$ cat src/rtl/irq_pkg.sv
package irq_pkg;
    localparam int unsigned NSRC = 7;
    localparam int unsigned AW   = 2;

    typedef enum logic [1:0] {
        TRIG_RISE  = 2'b00,
        TRIG_FALL  = 2'b01,
        TRIG_LEVEL = 2'b10,
        TRIG_OFF   = 2'b11
    } trig_mode_e;

    typedef enum logic [AW-1:0] {
        ADDR_ENABLE  = 2'd0,
        ADDR_CODE_HI = 2'd1,
        ADDR_CODE_LO = 2'd2,
        ADDR_STATUS  = 2'd3
    } reg_addr_e;
endpackage

$ cat src/rtl/irq_cfg_regs.sv
module irq_cfg_regs
    import irq_pkg::*;
#(
    parameter int unsigned NSRC = irq_pkg::NSRC
) (
    input  logic            clk,
    input  logic            rst_n,
    input  logic            wr_en,
    input  logic [AW-1:0]   wr_addr,
    input  logic [NSRC-1:0] wr_data,
    output logic [NSRC-1:0] enable_o,
    output logic [NSRC-1:0] code_hi_o,
    output logic [NSRC-1:0] code_lo_o
);
    typedef struct packed {
        logic [NSRC-1:0] enable;
        logic [NSRC-1:0] code_hi;
        logic [NSRC-1:0] code_lo;
    } cfg_t;

    cfg_t cfg_d, cfg_q;

    always_comb begin
        cfg_d = cfg_q;
        if (wr_en) begin
            unique case (reg_addr_e'(wr_addr))
                ADDR_ENABLE:  cfg_d.enable  = wr_data;
                ADDR_CODE_HI: cfg_d.code_hi = wr_data;
                ADDR_CODE_LO: cfg_d.code_lo = wr_data;
                default:      cfg_d = cfg_q;
            endcase
        end
    end

    always_ff @(posedge clk or negedge rst_n) begin
        if (!rst_n) cfg_q <= '0;
        else        cfg_q <= cfg_d;
    end

    assign enable_o  = cfg_q.enable;
    assign code_hi_o = cfg_q.code_hi;
    assign code_lo_o = cfg_q.code_lo;
endmodule

$ cat src/rtl/irq_edge_sense.sv
module irq_edge_sense #(
    parameter int unsigned NSRC = irq_pkg::NSRC
) (
    input  logic            clk,
    input  logic            rst_n,
    input  logic [NSRC-1:0] cond_i,
    output logic [NSRC-1:0] level_o,
    output logic [NSRC-1:0] rise_o,
    output logic [NSRC-1:0] fall_o
);
    typedef struct packed {
        logic [NSRC-1:0] samp;
        logic [NSRC-1:0] prev;
    } sense_t;

    sense_t sn_d, sn_q;

    always_comb begin
        sn_d.samp = cond_i;
        sn_d.prev = sn_q.samp;
    end

    always_ff @(posedge clk or negedge rst_n) begin
        if (!rst_n) sn_q <= '0;
        else        sn_q <= sn_d;
    end

    assign level_o = sn_q.samp;
    assign rise_o  = sn_q.samp & ~sn_q.prev;
    assign fall_o  = ~sn_q.samp & sn_q.prev;
endmodule

$ cat src/rtl/irq_src_cell.sv
module irq_src_cell
    import irq_pkg::*;
(
    input  logic       clk,
    input  logic       rst_n,
    input  trig_mode_e mode_i,
    input  logic       enable_i,
    input  logic       level_i,
    input  logic       rise_i,
    input  logic       fall_i,
    input  logic       clear_i,
    output logic       stat_o
);
    typedef struct packed {
        logic stat;
    } cell_t;

    cell_t cell_d, cell_q;

    always_comb begin
        cell_d = cell_q;
        unique case (mode_i)
            TRIG_RISE:  cell_d.stat = (cell_q.stat & ~clear_i) | (rise_i & enable_i);
            TRIG_FALL:  cell_d.stat = (cell_q.stat & ~clear_i) | (fall_i & enable_i);
            TRIG_LEVEL: cell_d.stat = level_i & enable_i;
            default:    cell_d.stat = 1'b0;
        endcase
    end

    always_ff @(posedge clk or negedge rst_n) begin
        if (!rst_n) cell_q <= '0;
        else        cell_q <= cell_d;
    end

    assign stat_o = cell_q.stat;
endmodule

$ cat src/rtl/irq_trigger_ctrl.sv
module irq_trigger_ctrl
    import irq_pkg::*;
#(
    parameter int unsigned NSRC = irq_pkg::NSRC
) (
    input  logic            clk,
    input  logic            rst_n,
    input  logic [NSRC-1:0] cond_i,
    input  logic            wr_en,
    input  logic [AW-1:0]   wr_addr,
    input  logic [NSRC-1:0] wr_data,
    input  logic            rd_en,
    input  logic [AW-1:0]   rd_addr,
    output logic [NSRC-1:0] rd_data,
    input  logic [1:0]      pol_i,
    output logic            irq_o
);
    logic [NSRC-1:0] enable_q;
    logic [NSRC-1:0] code_hi_q;
    logic [NSRC-1:0] code_lo_q;
    logic [NSRC-1:0] level_s;
    logic [NSRC-1:0] rise_s;
    logic [NSRC-1:0] fall_s;
    logic [NSRC-1:0] stat_q;
    logic            stat_clear;
    logic            irq_any;

    irq_cfg_regs #(.NSRC(NSRC)) u_cfg (
        .clk       (clk),
        .rst_n     (rst_n),
        .wr_en     (wr_en),
        .wr_addr   (wr_addr),
        .wr_data   (wr_data),
        .enable_o  (enable_q),
        .code_hi_o (code_hi_q),
        .code_lo_o (code_lo_q)
    );

    irq_edge_sense #(.NSRC(NSRC)) u_sense (
        .clk     (clk),
        .rst_n   (rst_n),
        .cond_i  (cond_i),
        .level_o (level_s),
        .rise_o  (rise_s),
        .fall_o  (fall_s)
    );

    assign stat_clear = rd_en && (reg_addr_e'(rd_addr) == ADDR_STATUS);

    for (genvar n = 0; n < NSRC; n++) begin : g_src
        irq_src_cell u_cell (
            .clk      (clk),
            .rst_n    (rst_n),
            .mode_i   (trig_mode_e'({code_hi_q[n], code_lo_q[n]})),
            .enable_i (enable_q[n]),
            .level_i  (level_s[n]),
            .rise_i   (rise_s[n]),
            .fall_i   (fall_s[n]),
            .clear_i  (stat_clear),
            .stat_o   (stat_q[n])
        );
    end

    always_comb begin
        unique case (reg_addr_e'(rd_addr))
            ADDR_ENABLE:  rd_data = enable_q;
            ADDR_CODE_HI: rd_data = code_hi_q;
            ADDR_CODE_LO: rd_data = code_lo_q;
            default:      rd_data = stat_q;
        endcase
    end

    assign irq_any = |stat_q;

    always_comb begin
        unique case (pol_i)
            2'b00:   irq_o = irq_any;
            2'b01:   irq_o = ~irq_any;
            default: irq_o = 1'b0;
        endcase
    end
endmodule

$ cat config.mk
export PLATFORM = sky130hd
export DESIGN_NAME = irq_trigger_ctrl
export DESIGN_NICKNAME = d
export VERILOG_FILES = /design/src/rtl/irq_pkg.sv /design/src/rtl/irq_cfg_regs.sv /design/src/rtl/irq_edge_sense.sv /design/src/rtl/irq_src_cell.sv /design/src/rtl/irq_trigger_ctrl.sv
export SDC_FILE = /design/constraint.sdc
export NUM_CORES = 1
export LEC_CHECK = 0
export CAP_MARGIN = 15
export CORE_UTILIZATION = 55
export CTS_CLUSTER_SIZE = 20
export DETAILED_ROUTE_END_ITERATION = 12
export PLACE_DENSITY_LB_ADDON = 0.12
export SYNTH_ARGS = -nofsm -noshare
export SYNTH_HDL_FRONTEND = slang
export SYNTH_SLANG_ARGS = --single-unit
$ cat constraint.sdc
create_clock -name clk -period 3.3 [get_ports clk]
set_input_delay 0.66 -clock clk [delete_from_list [all_inputs] [get_ports clk]]
set_output_delay 0.66 -clock clk [all_outputs]
set_load 0.005 [all_outputs]
# --- After elaboration in Yosys (flattened, before gate mapping) ---
# Cells that the tools add are included.
classes:
  mul: 0
  order_cmp: 0
  n_div: 0
  add_sub_neg: 0
  reduce_logical: 15
  bitwise: 48
  eq_ne: 20
  mux: 9
  shifts: 0
ops:
  columns: ["op", "count"]
  rows:
  - ["bitwise AND 1 bit", 28]
  - ["one-hot mux 1 bit (3 select lines)", 7]
  - ["one-hot mux 7 bit (3 select lines)", 1]
  - ["== test 2 x 1 -> 1 bit, second input constant", 10]
  - ["== test 2 bit, second input constant", 10]
  - ["logical NOT 2 bit", 10]
  - ["bitwise AND 7 bit", 2]
  - ["NOT 7 bit", 2]
  - ["OR 1 bit", 14]
  - ["OR reduction 7 bit", 1]
  - ["AND reduction 2 bit", 3]
  - ["NOT 1 bit", 2]
  - ["one-hot mux 1 bit (2 select lines)", 1]
  - ["logical AND 1 bit", 1]
totals:
  mem_count: 0
  romBits: 0
  latchBits: 0
  mem_bits_rw: 0
  output_inout_bits: 8
  elab_cells: 104
  regBits: 42
  inputBits: 24

# --- Depth between registers and ports, before layout ---
depth:
  word_depth: 6
  depth_mapped: 3
  mapped_depth_nobuf: 3

# --- Hierarchy ---
# A second synthesis with hierarchy kept.
unflattened:
  cells_unflattened: 137
  area_unflattened_um2: 1994.4
modules_own_cells:
  columns: ["mod", "n_inst", "cells_per_inst", "seq_area_each_um2", "area_per_inst_um2"]
  rows:
  - ["irq_cfg_regs", 1, 45, 525.5, 803.3]
  - ["irq_edge_sense", 1, 35, 350.3, 525.5]
  - ["irq_src_cell", 7, 6, 25.0, 65.1]
  - ["irq_trigger_ctrl", 1, 15, 0.0, 210.2]

# --- Worst setup path after synthesis ---
# OpenSTA, ideal clock, no wires.
synth_path:
  path_kind: "input to output"
  start: "in rd_addr[1]"
  end: "out rd_data[5]"
  cell_stages: 2
  path_buffers: 1
  t_arrival_ns: 1.352
  t_required_ns: 2.640
  slack_ns: 1.288
  path_cell_list: "buf_2 -> mux4_2"
synth_between:
  elab_chain_len: 2
  word_cells_on_any_way: 4
  classes_between: "eq/ne: 2; mux: 1; reduce/logical: 1"
synth_rtl:
  columns: ["item", "line", "source"]
  rows:
  - ["start, declared", "irq_trigger_ctrl.sv:13", "input logic [AW-1:0] rd_addr,"]
  - ["== test 2 bit (tied with other cells)", "irq_trigger_ctrl.sv:65", "unique case (reg_addr_e'(rd_addr))"]
  - ["one-hot mux 7 bit (3 select lines) *", "irq_trigger_ctrl.sv:65", null]
  - ["end, declared", "irq_trigger_ctrl.sv:14", "output logic [NSRC-1:0] rd_data,"]
# Every way passes the cells marked *; elsewhere a longest branch is shown, timed or not.

# --- Worst setup path after layout ---
layout_path:
  start: "in rd_addr[0]"
  end: "out rd_data[3]"
# Same word-level chain as after synthesis.

==> impl_metrics.sql <==
INSERT INTO impl_metrics (metric_group, metric, value, unit) VALUES
('die', 'core_region_area', '3100', 'um^2'),
('critical_path', 'worstPathMaxFanout', '6', ''),
('critical_path', 'cpPeakStageDelay', '0.61', 'ns'),
('critical_path', 'timing.critical_path.from_type', 'input port', ''),
('critical_path', 'critPathMostFrequentCell', 'clkdlybuf4s50_1', ''),
('critical_path', 'cp_data_required_time', '2.64', 'ns'),
('placement', 'port_buffers', '31', ''),
('synth', 'largest_family_of_logic_cells_by_synthesized_area', 'multiplexers', ''),
('outcome', 'run_status', 'complete, no violations', ''),
('global_route', 'first_global_vias', '1287', ''),
('critical_path', 'setup.worst_path.end_class', 'output pin', ''),
('placement', 'place.detailed.hpwl', '2530', 'um'),
('global_route', 'grt_usage', '0.239', ''),
('critical_path', 'crit_path_cell_trace', 'clkdlybuf4s50_1, buf_12, mux4_2, clkdlybuf4s50_1', ''),
('timing', 'crit_path_time_final', '3.07', 'ns'),
('clock_network', 'cts_repair_resize_count', '0', ''),
('synth', 'sequential_element_share_of_the_synthesized_area', '0.575', ''),
('synth', 'synthTopCellsByArea', 'dfrtp_1, mux2_2, mux4_2, a32o_1, nand4bb_1', ''),
('synth', 'syn-num-nets', '147', ''),
('synth', 'synthAdderAreaFrac', '0', ''),
('clock_network', 'numCtsBuffers', '5', ''),
('min_path', 'hold_path.startpoint', 'u_sense.level_o[0]', ''),
('synth', 'synthesis.area_per_instance', '14.9', 'um^2'),
('timing', 'layout_setup_ws', '0.229', 'ns'),
('critical_path', 'ff2ff_setup_slack', '2.30', 'ns'),
('final_layout', 'nets', '185', ''),
('clock_network', 'clk_root_buffer_cell', 'clkbuf_4', ''),
('final_layout', 'postLayoutCellArea', '2280', 'um^2'),
('power_and_ir_drop', 'worst_ir_drop_vdd', '0.325', 'mV'),
('die', 'floorplan.die.height', '59.7', 'um'),
('final_layout', 'final.fill_count', '236', ''),
('critical_path', 'worstRegToRegCells', '3', ''),
('timing', 'unrepaired_setup_endpoints_after_global_routing', 'no', ''),
('routing', 'routed_wirelength', '3530', 'um'),
('synth', 'syn_area', '1830', 'um^2'),
('synth', 'synth_xor_area_frac', '0', ''),
('final_layout', 'num_antenna_cells', '0', ''),
('timing', 'maxClockFrequency', '326', 'MHz'),
('critical_path', 'critical_path.slowest_cell', 'clkdlybuf4s50_1', ''),
('placement', 'post-place-cells', '198', ''),
('timing', 'final_layout_worst_hold_slack', '0.404', 'ns'),
('routing', 'wl_per_cell', '17.2', 'um'),
('job', 'drv.max_cap_violation_count', '0', ''),
('clock_network', 'cts_sinks', '42', ''),
('synth', 'synthDominantAreaCellType', 'dfrtp_1', ''),
('synth', 'synth-seq-cells', '42', ''),
('critical_path', 'worst_r2r_startpoint', 'u_cfg.code_hi_o[6]', ''),
('final_layout', 'area.sequential', '1050', 'um^2'),
('placement', 'place_ws', '0.239', 'ns'),
('critical_path', 'critical_path.reg2reg.endpoint', 'g_src[6].u_cell.stat_o', ''),
('timing', 'transition_time_at_the_pin_with_the_least_slew_margin', '0.901', 'ns'),
('die', 'pin_count', '32', ''),
('routing', 'drc_markers', '0', ''),
('clock_network', 'clk_transition_reported_paths', '0.11', 'ns'),
('clock_network', 'clock_path_buffers', '2', ''),
('clock_network', 'cts_tree', 'done', ''),
('die', 'rows', '20', ''),
('routing', 'ant_nets', '0', ''),
('global_route', 'grt_max_degree', '43', ''),
('global_route', 'grt-ovfl-total', '0', ''),
('die', 'start_util', '0.589', ''),
('timing', 'finalCritPeriodShare', '0.931', ''),
('final_layout', 'final-instance-count-excl-fill', '206', ''),
('global_route', 'grt_pass1_wl', '5870', 'um'),
('timing', 'setup-violations-final', '0', ''),
('synth', 'multiplexer_fraction_of_the_synthesized_cell_area', '0.216', ''),
('critical_path', 'path_delay_family', 'buffers and inverters', ''),
('synth', 'post_synthesis_share_of_cell_area_spent_on_and_or_nand_and_nor_gates', '0.123', ''),
('placement', 'dpl-instance-area', '2200', 'um^2'),
('routing', 'detail_route.vias_per_cell', '5.90', ''),
('timing', 'timing.clock.skew', '0.00373', 'ns');
[placed cells by master, fill, tap and decap left out, types with 2 or more instances in the layout]
cell / instances
o21ai_0: 6
dfrtp_1: 42
nand2b_1: 7
nand3_1: 2
nor2b_1: 7
clkbuf_4: 5
a32o_1: 7
clkbuf_8: 3
mux2_2: 21
mux4_2: 7
nand4bb_1: 6
inv_1: 7
nand3b_2: 2
clkdlybuf4s50_1: 30
[through the flow]
step,util,power (mW)
2_1_floorplan,-,0.809
3_3_place_gp,0.710,0.929
3_5_place_dp,0.710,0.946
4_1_cts,0.735,1.25
5_1_grt,0.735,1.31
6_report,0.735,1.24
[state kept, by name, indices dropped and copies added, names as in the netlist]
name	cells
g_src.u_cell.stat_o	7
u_cfg.code_hi_o	7
u_cfg.code_lo_o	7
u_cfg.enable_o	7
u_sense.level_o	7
u_sense.sn_q	7
[worst max-delay path by stage]
stage	endpoint	depth (start not counted)	slack, ns	startpoint
6_report	rd_data[3]	4	0.23	rd_addr[0]
5_1_grt	rd_data[3]	4	0.19	rd_addr[0]
4_1_cts	rd_data[3]	4	0.22	rd_addr[0]
3_5_place_dp	rd_data[3]	4	0.24	rd_addr[0]
3_3_place_gp	rd_data[3]	4	0.27	rd_addr[0]
2_1_floorplan	rd_data[5]	2	1.29	rd_addr[1]
[report_power, final]
| group | total [mW] | internal [mW] | switching, mW |
|---|---|---|---|
| logic | 0.274 | 0.183 | 0.0908 |
| clock network | 0.305 | 0.146 | 0.159 |
| registers | 0.662 | 0.592 | 0.0699 |
| total | 1.24 | 0.921 | 0.320 |
[worst register-to-register path: cells and delay by family, from the launching register on]
| family | cells | cell delay (ns) |
|---|---|---|
| and+or+nand+nor | 1 | 0.17 |
| AOI/OAI and AO/OA | 2 | 0.35 |
| DFF | 1 | 0.44 |
[kinds of logic (layout without fill, tap and decap cells)]
group | Yosys count | count (layout)
mux | 28 | 28
flops | 42 | 42
compound gates | 16 | 16
buf+inv | 9 | 48
simple gates | 28 | 28
[synthesized netlist by cell type]
cell type	instances
a21o_1	1
a21oi_1	1
a32o_1	7
buf_2	1
buf_4	1
dfrtp_1	42
inv_1	7
mux2_2	21
mux4_2	7
nand2b_1	7
nand3_1	2
nand3b_1	1
nand3b_2	2
nand4bb_1	6
nor2b_1	7
nor3_1	1
nor3b_4	1
nor4_1	1
o21ai_0	6
o22ai_1	1
[final cells by class]
| cell class | count | share of cell area |
|---|---|---|
| flip-flops and latches | 42 | 0.461 |
| well taps | 44 | 0.0241 |
| multi-input cells | 72 | 0.323 |
| inverters | 7 | 0.0115 |
| repair buffers | 33 | 0.146 |
| clock buffers | 8 | 0.0345 |
[metal layers]
layer  wire length (um)  GRT usage
met1               1450      0.279
met3                187     0.0779
met4                 53     0.0963
met5                  0          0
met2               1840      0.408
Power figures use the tool's default switching activity.
